File: src/rtl/acc_pkg.sv
package acc_pkg;
  localparam int OPC_W = 4;

  typedef enum logic [OPC_W-1:0] {
    OP_HALT  = 4'h0,
    OP_LOAD  = 4'h1,
    OP_STORE = 4'h2,
    OP_ADD   = 4'h3,
    OP_SUB   = 4'h4,
    OP_SHL   = 4'h5,
    OP_SHR   = 4'h6,
    OP_JUMP  = 4'h7,
    OP_JGE   = 4'h8,
    OP_LDADR = 4'h9,
    OP_STADR = 4'hA,
    OP_JZI   = 4'hB,
    OP_LDI   = 4'hC,
    OP_STI   = 4'hD,
    OP_INCI  = 4'hE,
    OP_NOP   = 4'hF
  } opcode_e;

  typedef enum logic [2:0] {
    ST_FETCH,
    ST_DECODE,
    ST_MEMRD,
    ST_EXEC,
    ST_WRITE,
    ST_HALT
  } state_e;
endpackage

File: src/rtl/acc_decode.sv
module acc_decode
  import acc_pkg::*;
#(
  parameter int WORD_W = 16,
  parameter int ADDR_W = 11
) (
  input  logic [WORD_W-1:0] instr,
  output opcode_e           op,
  output logic              idx,
  output logic [ADDR_W-1:0] field,
  output logic              is_read,
  output logic              is_store,
  output logic              is_rmw
);
  always_comb begin
    op       = opcode_e'(instr[WORD_W-1 -: OPC_W]);
    idx      = instr[ADDR_W];
    field    = instr[ADDR_W-1:0];
    is_read  = 1'b0;
    is_store = 1'b0;
    is_rmw   = 1'b0;
    unique case (op)
      OP_LOAD, OP_ADD, OP_SUB, OP_LDADR, OP_LDI: is_read  = 1'b1;
      OP_STORE, OP_STI:                          is_store = 1'b1;
      OP_STADR:                                  is_rmw   = 1'b1;
      default: ;
    endcase
  end


  always_comb begin
    onehot_class_chk: assert ($onehot0({is_read, is_store, is_rmw}));
  end
endmodule

File: src/rtl/acc_agu.sv
module acc_agu #(
  parameter int ADDR_W = 11
) (
  input  logic [ADDR_W-1:0] field,
  input  logic              idx,
  input  logic [ADDR_W-1:0] ix,
  output logic [ADDR_W-1:0] ea
);
  logic [ADDR_W-1:0] offset;

  always_comb begin
    offset = idx ? ix : '0;
    ea     = field + offset;
  end
endmodule

File: src/rtl/acc_alu.sv
module acc_alu
  import acc_pkg::*;
#(
  parameter int WORD_W = 16,
  parameter int ADDR_W = 11
) (
  input  opcode_e           op,
  input  logic [WORD_W-1:0] ac,
  input  logic [WORD_W-1:0] operand,
  input  logic [ADDR_W-1:0] ix,
  output logic [WORD_W-1:0] ac_next,
  output logic [WORD_W-1:0] rmw_word,
  output logic [WORD_W-1:0] ix_word
);
  localparam int HI_W = WORD_W - ADDR_W;

  always_comb begin
    unique case (op)
      OP_LOAD:  ac_next = operand;
      OP_ADD:   ac_next = ac + operand;
      OP_SUB:   ac_next = ac - operand;
      OP_SHL:   ac_next = {ac[WORD_W-2:0], 1'b0};
      OP_SHR:   ac_next = {ac[WORD_W-1], ac[WORD_W-1:1]};
      OP_LDADR: ac_next = {{HI_W{1'b0}}, operand[ADDR_W-1:0]};
      default:  ac_next = ac;
    endcase
    rmw_word = {operand[WORD_W-1:ADDR_W], ac[ADDR_W-1:0]};
    ix_word  = {{HI_W{ix[ADDR_W-1]}}, ix};
  end
endmodule

File: src/rtl/acc_ix_cpu.sv
module acc_ix_cpu
  import acc_pkg::*;
#(
  parameter int WORD_W = 16,
  parameter int ADDR_W = 11
) (
  input  logic              clk,
  input  logic              rst,
  output logic [ADDR_W-1:0] mem_addr,
  output logic [WORD_W-1:0] mem_wdata,
  output logic              mem_we,
  input  logic [WORD_W-1:0] mem_rdata,
  output logic              halted
);
  localparam logic [ADDR_W-1:0] IX_ONE = {{(ADDR_W-1){1'b0}}, 1'b1};

  state_e            state;
  logic [ADDR_W-1:0] pc, ix, addr_q;
  logic [WORD_W-1:0] ac, ir, wdata_q;
  logic              we_q, halted_q;

  logic [WORD_W-1:0] dec_in;
  opcode_e           d_op;
  logic              d_idx, d_rd, d_st, d_rmw;
  logic [ADDR_W-1:0] d_field, ea, pc_inc;
  logic [WORD_W-1:0] alu_ac, alu_rmw, alu_ixw;

  assign dec_in = (state == ST_DECODE) ? mem_rdata : ir;
  assign pc_inc = pc + IX_ONE;

  acc_decode #(.WORD_W(WORD_W), .ADDR_W(ADDR_W)) u_dec (
    .instr(dec_in), .op(d_op), .idx(d_idx), .field(d_field),
    .is_read(d_rd), .is_store(d_st), .is_rmw(d_rmw)
  );

  acc_agu #(.ADDR_W(ADDR_W)) u_agu (
    .field(d_field), .idx(d_idx), .ix(ix), .ea(ea)
  );

  acc_alu #(.WORD_W(WORD_W), .ADDR_W(ADDR_W)) u_alu (
    .op(d_op), .ac(ac), .operand(mem_rdata), .ix(ix),
    .ac_next(alu_ac), .rmw_word(alu_rmw), .ix_word(alu_ixw)
  );

  always_ff @(posedge clk) begin
    if (rst) begin
      state    <= ST_FETCH;
      pc       <= '0;
      ac       <= '0;
      ix       <= '0;
      ir       <= '0;
      addr_q   <= '0;
      wdata_q  <= '0;
      we_q     <= 1'b0;
      halted_q <= 1'b0;
    end else begin
      unique case (state)
        ST_FETCH: state <= ST_DECODE;
        ST_DECODE: begin
          ir     <= mem_rdata;
          pc     <= pc_inc;
          addr_q <= pc_inc;
          if (d_rd || d_rmw) begin
            addr_q <= ea;
            state  <= ST_MEMRD;
          end else if (d_st) begin
            addr_q  <= ea;
            wdata_q <= (d_op == OP_STI) ? alu_ixw : ac;
            we_q    <= 1'b1;
            state   <= ST_WRITE;
          end else begin
            state <= ST_FETCH;
            unique case (d_op)
              OP_HALT: begin
                state    <= ST_HALT;
                halted_q <= 1'b1;
                pc       <= pc;
                addr_q   <= pc;
              end
              OP_SHL, OP_SHR: ac <= alu_ac;
              OP_JUMP: begin
                pc     <= ea;
                addr_q <= ea;
              end
              OP_JGE: begin
                if (!ac[WORD_W-1]) begin
                  pc     <= ea;
                  addr_q <= ea;
                end
              end
              OP_JZI: begin
                if (ix == '0) begin
                  pc     <= d_field;
                  addr_q <= d_field;
                end else begin
                  ix <= ix + IX_ONE;
                end
              end
              OP_INCI: ix <= ix + d_field;
              default: ;
            endcase
          end
        end
        ST_MEMRD: state <= ST_EXEC;
        ST_EXEC: begin
          if (d_op == OP_STADR) begin
            wdata_q <= alu_rmw;
            we_q    <= 1'b1;
            state   <= ST_WRITE;
          end else begin
            if (d_op == OP_LDI) ix <= mem_rdata[ADDR_W-1:0];
            else                ac <= alu_ac;
            addr_q <= pc;
            state  <= ST_FETCH;
          end
        end
        ST_WRITE: begin
          we_q   <= 1'b0;
          addr_q <= pc;
          state  <= ST_FETCH;
        end
        ST_HALT: ;
        default: state <= ST_FETCH;
      endcase
    end
  end

  assign mem_addr  = addr_q;
  assign mem_wdata = wdata_q;
  assign mem_we    = we_q;
  assign halted    = halted_q;


  halt_hold_chk: assert property (@(posedge clk) disable iff (rst)
    halted_q |=> (halted_q && !we_q));


  we_pulse_chk: assert property (@(posedge clk) disable iff (rst)
    we_q |=> !we_q);


  inci_ac_chk: assert property (@(posedge clk) disable iff (rst)
    (state == ST_DECODE && d_op == OP_INCI) |=> $stable(ac));


  jzi_step_chk: assert property (@(posedge clk) disable iff (rst)
    (state == ST_DECODE && d_op == OP_JZI && ix != '0) |=> (ix == $past(ix) + IX_ONE));


  fetch_addr_chk: assert property (@(posedge clk) disable iff (rst)
    (state == ST_FETCH) |-> (addr_q == pc));
endmodule

File: config.mk
export PLATFORM = sky130hd
export DESIGN_NAME = acc_ix_cpu
export DESIGN_NICKNAME = d
export VERILOG_FILES = /design/src/rtl/acc_pkg.sv /design/src/rtl/acc_decode.sv /design/src/rtl/acc_agu.sv /design/src/rtl/acc_alu.sv /design/src/rtl/acc_ix_cpu.sv
export SDC_FILE = /design/constraint.sdc
export NUM_CORES = 1
export LEC_CHECK = 0
export CAP_MARGIN = 0
export CORE_MARGIN = 1
export CORE_UTILIZATION = 40
export DETAILED_ROUTE_END_ITERATION = 12
export DONT_BUFFER_PORTS = 1
export SYNTH_ARGS = -nofsm -noshare
export SYNTH_HDL_FRONTEND = slang
export SYNTH_SLANG_ARGS = --single-unit
File: constraint.sdc
create_clock -name clk -period 7 [get_ports clk]
set_input_delay 1.75 -clock clk [delete_from_list [all_inputs] [get_ports clk]]
set_output_delay 1.75 -clock clk [all_outputs]
set_load 0.02 [all_outputs]
==> impl_results.md, run 1 <==
- Commonest non-fill, non-tap cell in the layout: nor2_1
- Library cells used by synthesis: 79
- Pin count of the biggest net entering global routing: 91
- CTS Hold Buffers Added: 0
- Setup bufs post-CTS: 0
- Final TNS setup: 0 ps
- Ant diodes: 0
- CP Data Required Time: 7290 ps
- Worst-margin pin slew: 1190 ps
- Ratio of cells with drive above 1 in the final layout: 0.0519
- Core ar.: 17400 um2
- CP top delay family: compound AO/OA/AOI/OAI gates
- Buf+Inv Stages, Crit Path: 1
- Syn Inst Count: 967
- Leakage: 2.81 nW
- Post-Syn Nets: 1025
- Most frequent cells in the layout: 119 x nor2_1, 109 x nand2_1, 86 x dfxtp_1, 64 x a21oi_1, 48 x o21ai_0
- Hold Crit Start: ir[6]
- Seq/Total Area, Yosys: 0.239
- Root Driver: clkbuf_16
- Area post-placement: 7260 um2
- Register Area: 1720 um2
- Die Wd: 136 um
- Filler cell count in the final layout: 1829
- Area grow syn2layout: 5.02%
- Finished Cell Area: 7560 um2
- Final core occ: 0.434
- Crit Path Class: input pin to flop
- Hold slack final: 499 ps
- Post-synth top flop: dfxtp_1
- Maxcap violations: 0
- GRT Resource Usage Total: 0.250
- Critical Path Source Type: input pin
- Initial antenna violation count: 0
- PD cells: 241 nW/um2
- Die Area: 18500 um2
- Worst min path class: flop to flop
- RSZ-0062 raised after global routing: no
- Pre-CTS setup slack: 1740 ps
- Reg2reg setup slack: 2330 ps
- Post-route DRC: 0
- CP max stage delay: 720 ps
- Crit-path slowest cell: a2111oi_0
- Cts repair resizes: 0
- Post-Layout Cell Count: 1149
- Tcrit/Tclk final: 0.713
- IO buf count: 0
- First-pass GRT wire length: 36.1 mm
- Final Hold Viols: 0
- Wire per inst: 19.3 um
- Clock sinks: 86
- DP HPWL: 15.9 mm
- DRT Pass-1 Iters: 6
- Antenna Nets Post-Route: 0
- Inst Count DP: 1133
- CP endpoint kind: flop
- Hold Path End: ir[6]
- Nets@finish: 977
- Slew headroom: 0.206
- H-Tree Level Count: 3
- Post-Syn Area: 7200 um2
- Status: complete, no violations
- Post-synth EDFFs: 0
- DRT iter0 DRCs: 748
- Reg2Reg Depth: 12
- Area of the multi-input gates: 5060 um2
- Reg2reg start: state[1]
- Cts bufs inserted: 9
- Worst path cell trace: inv_1, ha_1, nand2_1, or4_1, o21ai_0, xor2_1, ha_1, a21o_1, a21oi_1, o21ai_0, a2111oi_0, nor4_1, or4_1, a21oi_1
- Final setup viols: 0
- CP Data Arrival Time: 5280 ps
- Io pins: 47
- Async S/R FF share, synth: 0
- Overall power: 1.82 mW
- Reg-to-reg endpoint: ix[10]
- Clock latency on the worst-skew pair: 360 ps
- Dominant cell type by area after synthesis: dfxtp_1
- Routed via count: 7114
- Ranking of synthesized cells by area: dfxtp_1 24%, ha_1 6.4%, nor2_1 6.2%
- Total grt overflow: 0
- Final min period: 4990 ps
- WL final: 22.2 mm
- Die height: 136 um
- Vias in the first global route: 6588
- Final worst slack: 2010 ps
- CTS tree: done
- Yosys top cell area share: 0.239
- Yosys reg bits: 86
- Maximum clock frequency: 200 MHz
- Syn avg cell area: 7.45 um2
- Yosys synthesis warning count: 0
- Final Wtd Congestion: 0.902
- Effective utilization at floorplan: 0.414
- Critical path fanouts, max: 5
- Clock slew seen by the registers of the worst setup and hold paths: 70 ps
- Maximum root-to-sink buffer count: 2
- Worst IR drop on VDD: 0.132 mV
- Row count: 48
- WHS Path Cells: 2
- Fin Clk Skew: 8.97 ps
- Vias/cell: 6.19
- Pins Over Slew Limit: 0
## cell type report
class                   count  area share
well taps                 225      0.0372
repair buffers             10     0.00992
inverters                  34      0.0169
clock buffers              12      0.0339
flip-flops and latches     86       0.228
clock inverters             4     0.00595
multi-input cells         778       0.669
## routing by layer
layer	routed length (um)	part of all wire	global-route usage
met1	10600	0.48	0.351
met2	9800	0.44	0.379
met3	1350	0.061	0.0552
met4	412	0.019	0.0704
met5	0	0	0
## kinds of logic (layout without fill, tap and decap cells)
family / count (synthesis) / in the layout / synth area share
compound gates: 266 / 266 / 0.262
xor+xnor: 51 / 51 / 0.0620
fa+ha+maj: 40 / 40 / 0.0726
buf+inv: 103 / 60 / 0.0596
flops: 86 / 86 / 0.239
mux: 27 / 27 / 0.0406
simple gates: 394 / 394 / 0.264
## flip-flops by register name, summed over array words and instances (netlist names)
name,flops
mem_we,1
ir,16
state,3
ix,11
halted,1
pc,11
mem_wdata,16
ac,16
mem_addr,11
## worst max-delay path by stage
stage	startpoint	endpoint	slack, ps	depth (start not counted)
2_1_floorplan	mem_rdata[13]	ac[15]	1950	14
3_5_place_dp	mem_rdata[1]	ac[15]	1740	14
6_report	mem_rdata[1]	ac[15]	2010	14
4_1_cts	mem_rdata[1]	ac[15]	2070	14
5_1_grt	mem_rdata[1]	ac[15]	1690	14
3_3_place_gp	mem_rdata[1]	ac[15]	1810	14
## worst min-delay path, cell delays in order (launching register included)
cell	delay, ps
dfxtp_1	310
a21oi_1	80
nor2_1	80
## report_power, final
| part | internal, mW | switching (mW) |
|---|---|---|
| clock | 0.295 | 0.214 |
| combinational | 0.257 | 0.413 |
| sequential | 0.547 | 0.0987 |
## cell usage after synthesis, types with 7 or more instances
cell	instances
o21ai_0	48
nor3_1	37
a21oi_1	64
inv_1	34
a221oi_1	8
a211oi_1	14
dfxtp_1	86
a222oi_1	11
nor2b_1	17
nor2_1	119
o31ai_1	7
xor2_1	19
buf_2	16
o211ai_1	14
o2111ai_1	7
xnor2_1	32
nand3_1	30
nand2b_1	20
a311oi_1	24
clkbuf_1	46
ha_1	37
nand2_1	109
mux2i_1	21
Power figures use the tool's default switching activity.
==> run 2: changes to the inputs <==
- clock period: 7 -> 5.1 ns (I/O delays scaled with it)
==> impl_results.md, run 2 (synthesized netlist as in run 1, its figures left out) <==
- Final TNS setup: 0 ps
- CP endpoint kind: flop
- Comb power frac: 0.379
- CP Data Arrival Time: 4560 ps
- Final core occ: 0.434
- PD cells: 323 nW/um2
- Root Driver: clkbuf_16
- Pins Over Slew Limit: 0
- Cts repair resizes: 0
- RSZ-0062 raised after global routing: no
- Setup bufs post-CTS: 0
- IO buf count: 0
- CP Data Required Time: 5390 ps
- Post-route DRC: 0
- Critical Path Source Type: input pin
- Overall power: 2.44 mW
- Maxcap violations: 0
- Final setup viols: 0
- Vias/cell: 6.24
- Fin Clk Skew: 10.5 ps
- Worst min path class: flop to flop
- Final Wtd Congestion: 0.903
- H-Tree Level Count: 3
- Nets@finish: 980
- Switch Pwr: 0.995 mW
- GRT Resource Usage Total: 0.247
- Sw Ratio: 0.408
- Leakage: 2.80 nW
- DRT Pass-1 Iters: 5
- Most frequent cells in the layout: 119 x nor2_1, 109 x nand2_1, 86 x dfxtp_1, 64 x a21oi_1, 48 x o21ai_0
- Area post-placement: 7290 um2
- WL final: 22.3 mm
- Routed via count: 7192
- Filler cell count in the final layout: 1851
- Io pins: 47
- Hold slack final: 503 ps
- Ratio of cells with drive above 1 in the final layout: 0.0539
- Cts bufs inserted: 9
- Antenna Nets Post-Route: 0
- Wire per inst: 19.3 um
- Reg power frac: 0.362
- Effective utilization at floorplan: 0.414
- Status: complete, no violations
- Cell Int Power: 1.45 mW
- Clock slew seen by the registers of the worst setup and hold paths: 70 ps
- Clock latency on the worst-skew pair: 360 ps
- Initial antenna violation count: 0
- Pin count of the biggest net entering global routing: 91
- Worst-margin pin slew: 1170 ps
- Tcrit/Tclk final: 0.838
- Slew headroom: 0.219
- DRT iter0 DRCs: 641
- Maximum root-to-sink buffer count: 2
- CTS tree: done
- Vias in the first global route: 6351
- Die height: 136 um
- Area grow syn2layout: 4.88%
- Die Wd: 136 um
- Clock sinks: 86
- Core ar.: 17400 um2
- DP HPWL: 15.8 mm
- Maximum clock frequency: 234 MHz
- Finished Cell Area: 7550 um2
- Crit Path Class: input pin to flop
- Ant diodes: 0
- Worst IR drop on VDD: 0.171 mV
- First-pass GRT wire length: 35.7 mm
- Final min period: 4270 ps
- Commonest non-fill, non-tap cell in the layout: nor2_1
- Final Hold Viols: 0
- Total grt overflow: 0
- Critical path fanouts, max: 5
- Die Area: 18500 um2
- Row count: 48
- Clock share of power: 0.260
- CTS Hold Buffers Added: 0
run 2: changes by cell type in the layout (fill, tap and decap cells not counted), sizes merged:
cell and delta:
clkinvlp +1, bufinv -1, buf +3
run 2: power groups by stage:
stage | clock, mW | combinational, mW | sequential (mW)
2_1_floorplan | 0 | 0.753 | 0.851
3_3_place_gp | 0 | 0.910 | 0.897
3_5_place_dp | 0 | 0.911 | 0.898
4_1_cts | 0.645 | 0.917 | 0.883
5_1_grt | 0.665 | 1.02 | 0.896
6_report | 0.634 | 0.924 | 0.883
run 2: final timing paths:
path         cells past startpoint  slack [ps]  endpoint          from
max                             15         830    ac[15]  mem_rdata[1]
min reg2reg                      2         500     ir[6]         ir[6]
max reg2reg                     13         880    ac[15]      state[1]
min                              2         500     ir[6]         ir[6]
run 2: metrics by stage:
stage / setup WS, ps / std cells
after floorplan: 528 / 967
after global placement: 590 / 1136
after detailed placement: 532 / 1136
after CTS: 865 / 1152
after global routing: 423 / 1152
final: 827 / 1152
run 2: worst max-delay path, stage by stage:
cell and delay [ps]:
inv_1 70, ha_1 160, nand2_1 80, or4_1 480
o21ai_0 220, xor2_1 170, ha_1 300, a21o_1 200
a21oi_1 260, o21ai_0 160, a2111oi_0 400, buf_4 190
nor4_1 40, or4_1 400, a21oi_1 150
run 2: layout make-up:
cell class                      count  area, um2  share of cell area
Tap cell                          225        282              0.0373
Sequential cell                    86       1720               0.228
Clock buffer                       12        246              0.0326
Timing Repair Buffer               13       97.6              0.0129
Multi-Input combinational cell    778       5060               0.669
Clock inverter                      4       22.5             0.00298
Inverter                           34        128              0.0169
run 2: layer usage:
layer / routed length [um] / share of wire / vias up / GRT usage
met5: 0 / 0 / - / 0
met4: 364 / 0.016 / 0 / 0.0623
met3: 1540 / 0.069 / 28 / 0.0466
met2: 9680 / 0.43 / 236 / 0.369
met1: 10700 / 0.48 / 3474 / 0.360
li1: - / - / 3454 / -
==> run 3: changes to the inputs <==
- clock period: 5.1 -> 3.5 ns (I/O delays scaled with it)
==> impl_results.md, run 3 (synthesized netlist as in run 1, its figures left out) <==
- First-pass GRT wire length: 37.2 mm
- PD cells: 477 nW/um2
- Ratio of cells with drive above 1 in the final layout: 0.157
- Worst min path class: flop to flop
- Most frequent cells in the layout: 118 x nor2_1, 108 x nand2_1, 86 x dfxtp_1, 84 x buf_4, 55 x a21oi_1
- CTS tree: done
- Leakage: 3.28 nW
- DRT Pass-1 Iters: 6
- Tcrit/Tclk final: 0.977
- Total grt overflow: 0
- Comb power frac: 0.403
- Final min period: 3420 ps
- Worst-margin pin slew: 1020 ps
- Post-route DRC: 0
- Antenna Nets Post-Route: 0
- Final core occ: 0.482
- Io pins: 47
- CP endpoint kind: flop
- Effective utilization at floorplan: 0.414
- Vias in the first global route: 6939
- Pins Over Slew Limit: 0
- Pin count of the biggest net entering global routing: 91
- WL final: 23.5 mm
- Final Wtd Congestion: 0.888
- Sw Ratio: 0.385
- Hold slack final: 499 ps
- Commonest non-fill, non-tap cell in the layout: nor2_1
- DRT iter0 DRCs: 685
- Maxcap violations: 0
- IO buf count: 0
- Root Driver: clkbuf_16
- Ant diodes: 0
- Status: complete, no violations
- Nets@finish: 1052
- Reg2reg start: state[0]
- Wire per inst: 19.2 um
- Crit Path Class: input pin to flop
- GRT Resource Usage Total: 0.258
- Reg-to-reg endpoint: ac[13]
- Die Wd: 136 um
- Critical Path Source Type: input pin
- Clock latency on the worst-skew pair: 350 ps
- CP Data Arrival Time: 3710 ps
- WHS Path Cells: 2
- Switch Pwr: 1.54 mW
- Die height: 136 um
- Cell Int Power: 2.46 mW
- Reg power frac: 0.314
- Maximum clock frequency: 292 MHz
- H-Tree Level Count: 3
- RSZ-0062 raised after global routing: yes
- Filler cell count in the final layout: 1786
- Area grow syn2layout: 16.5%
- Die Area: 18500 um2
- Final setup viols: 0
- Clock slew seen by the registers of the worst setup and hold paths: 70 ps
- Reg2Reg Depth: 14
- Hold Crit Start: ir[2]
- Hold Path End: ir[2]
- Clock sinks: 86
- Final Hold Viols: 0
- Core ar.: 17400 um2
- Critical path fanouts, max: 5
- Slew headroom: 0.317
- Vias/cell: 6.05
- Maximum root-to-sink buffer count: 2
- Cts bufs inserted: 9
- Reg2reg setup slack: 100 ps
- Worst IR drop on VDD: 0.292 mV
- DP HPWL: 16.7 mm
- Routed via count: 7398
- Clock share of power: 0.283
- CP Data Required Time: 3790 ps
- Initial antenna violation count: 0
- Inst Count DP: 1203
- Fin Clk Skew: 9.85 ps
- Row count: 48
- Post-Layout Cell Count: 1223
## run 3: changes by cell type in the layout (fill, tap and decap cells not counted), sizes merged
| cell | delta |
|---|---|
| buf | +72 |
| bufinv | +3 |
| clkbuf | -3 |
| clkinv | -1 |
## run 3: area by class of cell
cell class              instances  area (um2)  area share
well taps                     225         282      0.0336
repair buffers                 85         651      0.0776
clock inverters                 6         111      0.0133
inverters                      34         128      0.0152
flip-flops and latches         86        1720       0.205
clock buffers                   9         225      0.0268
multi-input cells             778        5270       0.628
## run 3: power groups by stage
| stage | logic [mW] | registers (mW) | clock network [mW] |
|---|---|---|---|
| after floorplan | 1.13 | 1.24 | 0 |
| after CTS | 1.54 | 1.26 | 1.15 |
| final | 1.61 | 1.26 | 1.13 |
| after global placement | 1.52 | 1.28 | 0 |
| after global routing | 1.77 | 1.27 | 1.18 |
| after detailed placement | 1.53 | 1.28 | 0 |
## run 3: layer usage
layer | share of wire | GRT usage | up-vias
met3 | 0.069 | 0.0608 | 39
li1 | - | - | 3594
met4 | 0.022 | 0.0895 | 0
met1 | 0.47 | 0.353 | 3530
met2 | 0.44 | 0.391 | 235
met5 | 0 | 0 | -
## run 3: worst max path at each step
stage	startpoint	to	depth (start not counted)
6_report	mem_rdata[1]	ac[15]	14
5_1_grt	mem_rdata[1]	ac[15]	14
4_1_cts	state[0]	ix[9]	15
3_5_place_dp	mem_rdata[1]	ac[15]	14
3_3_place_gp	mem_rdata[1]	ac[15]	14
2_1_floorplan	mem_rdata[13]	ac[15]	14
## run 3: repair_timing
action | CTS | global route
gates cloned | 0 | 0
pin swaps | 0 | 10
setup endpoints to repair | 2 | 25
resized for setup | 1 | 23
hold buffers | 0 | 0
buffers inserted | 1 | 4
## run 3: per-stage QoR
step	TNS, ps	area, um2	worst slack, ps	power (mW)
CTS	0	8250	16.5	3.95
floorplan	-259	7380	-150	2.37
detailed placement	-1190	7890	-319	2.81
finish	0	8390	79.6	4.00
global placement	-966	7890	-264	2.79
global route	-205	8390	-86.7	4.23
## run 3: critical path: stages
cell,delay [ps]
inv_1,50
ha_1,160
nand2_1,70
or4_4,470
o21ai_2,140
xor2_1,160
ha_1,300
a21o_1,220
a21oi_4,170
o21ai_2,110
a2111oi_4,360
nor4_1,80
or4_1,420
a21oi_2,120
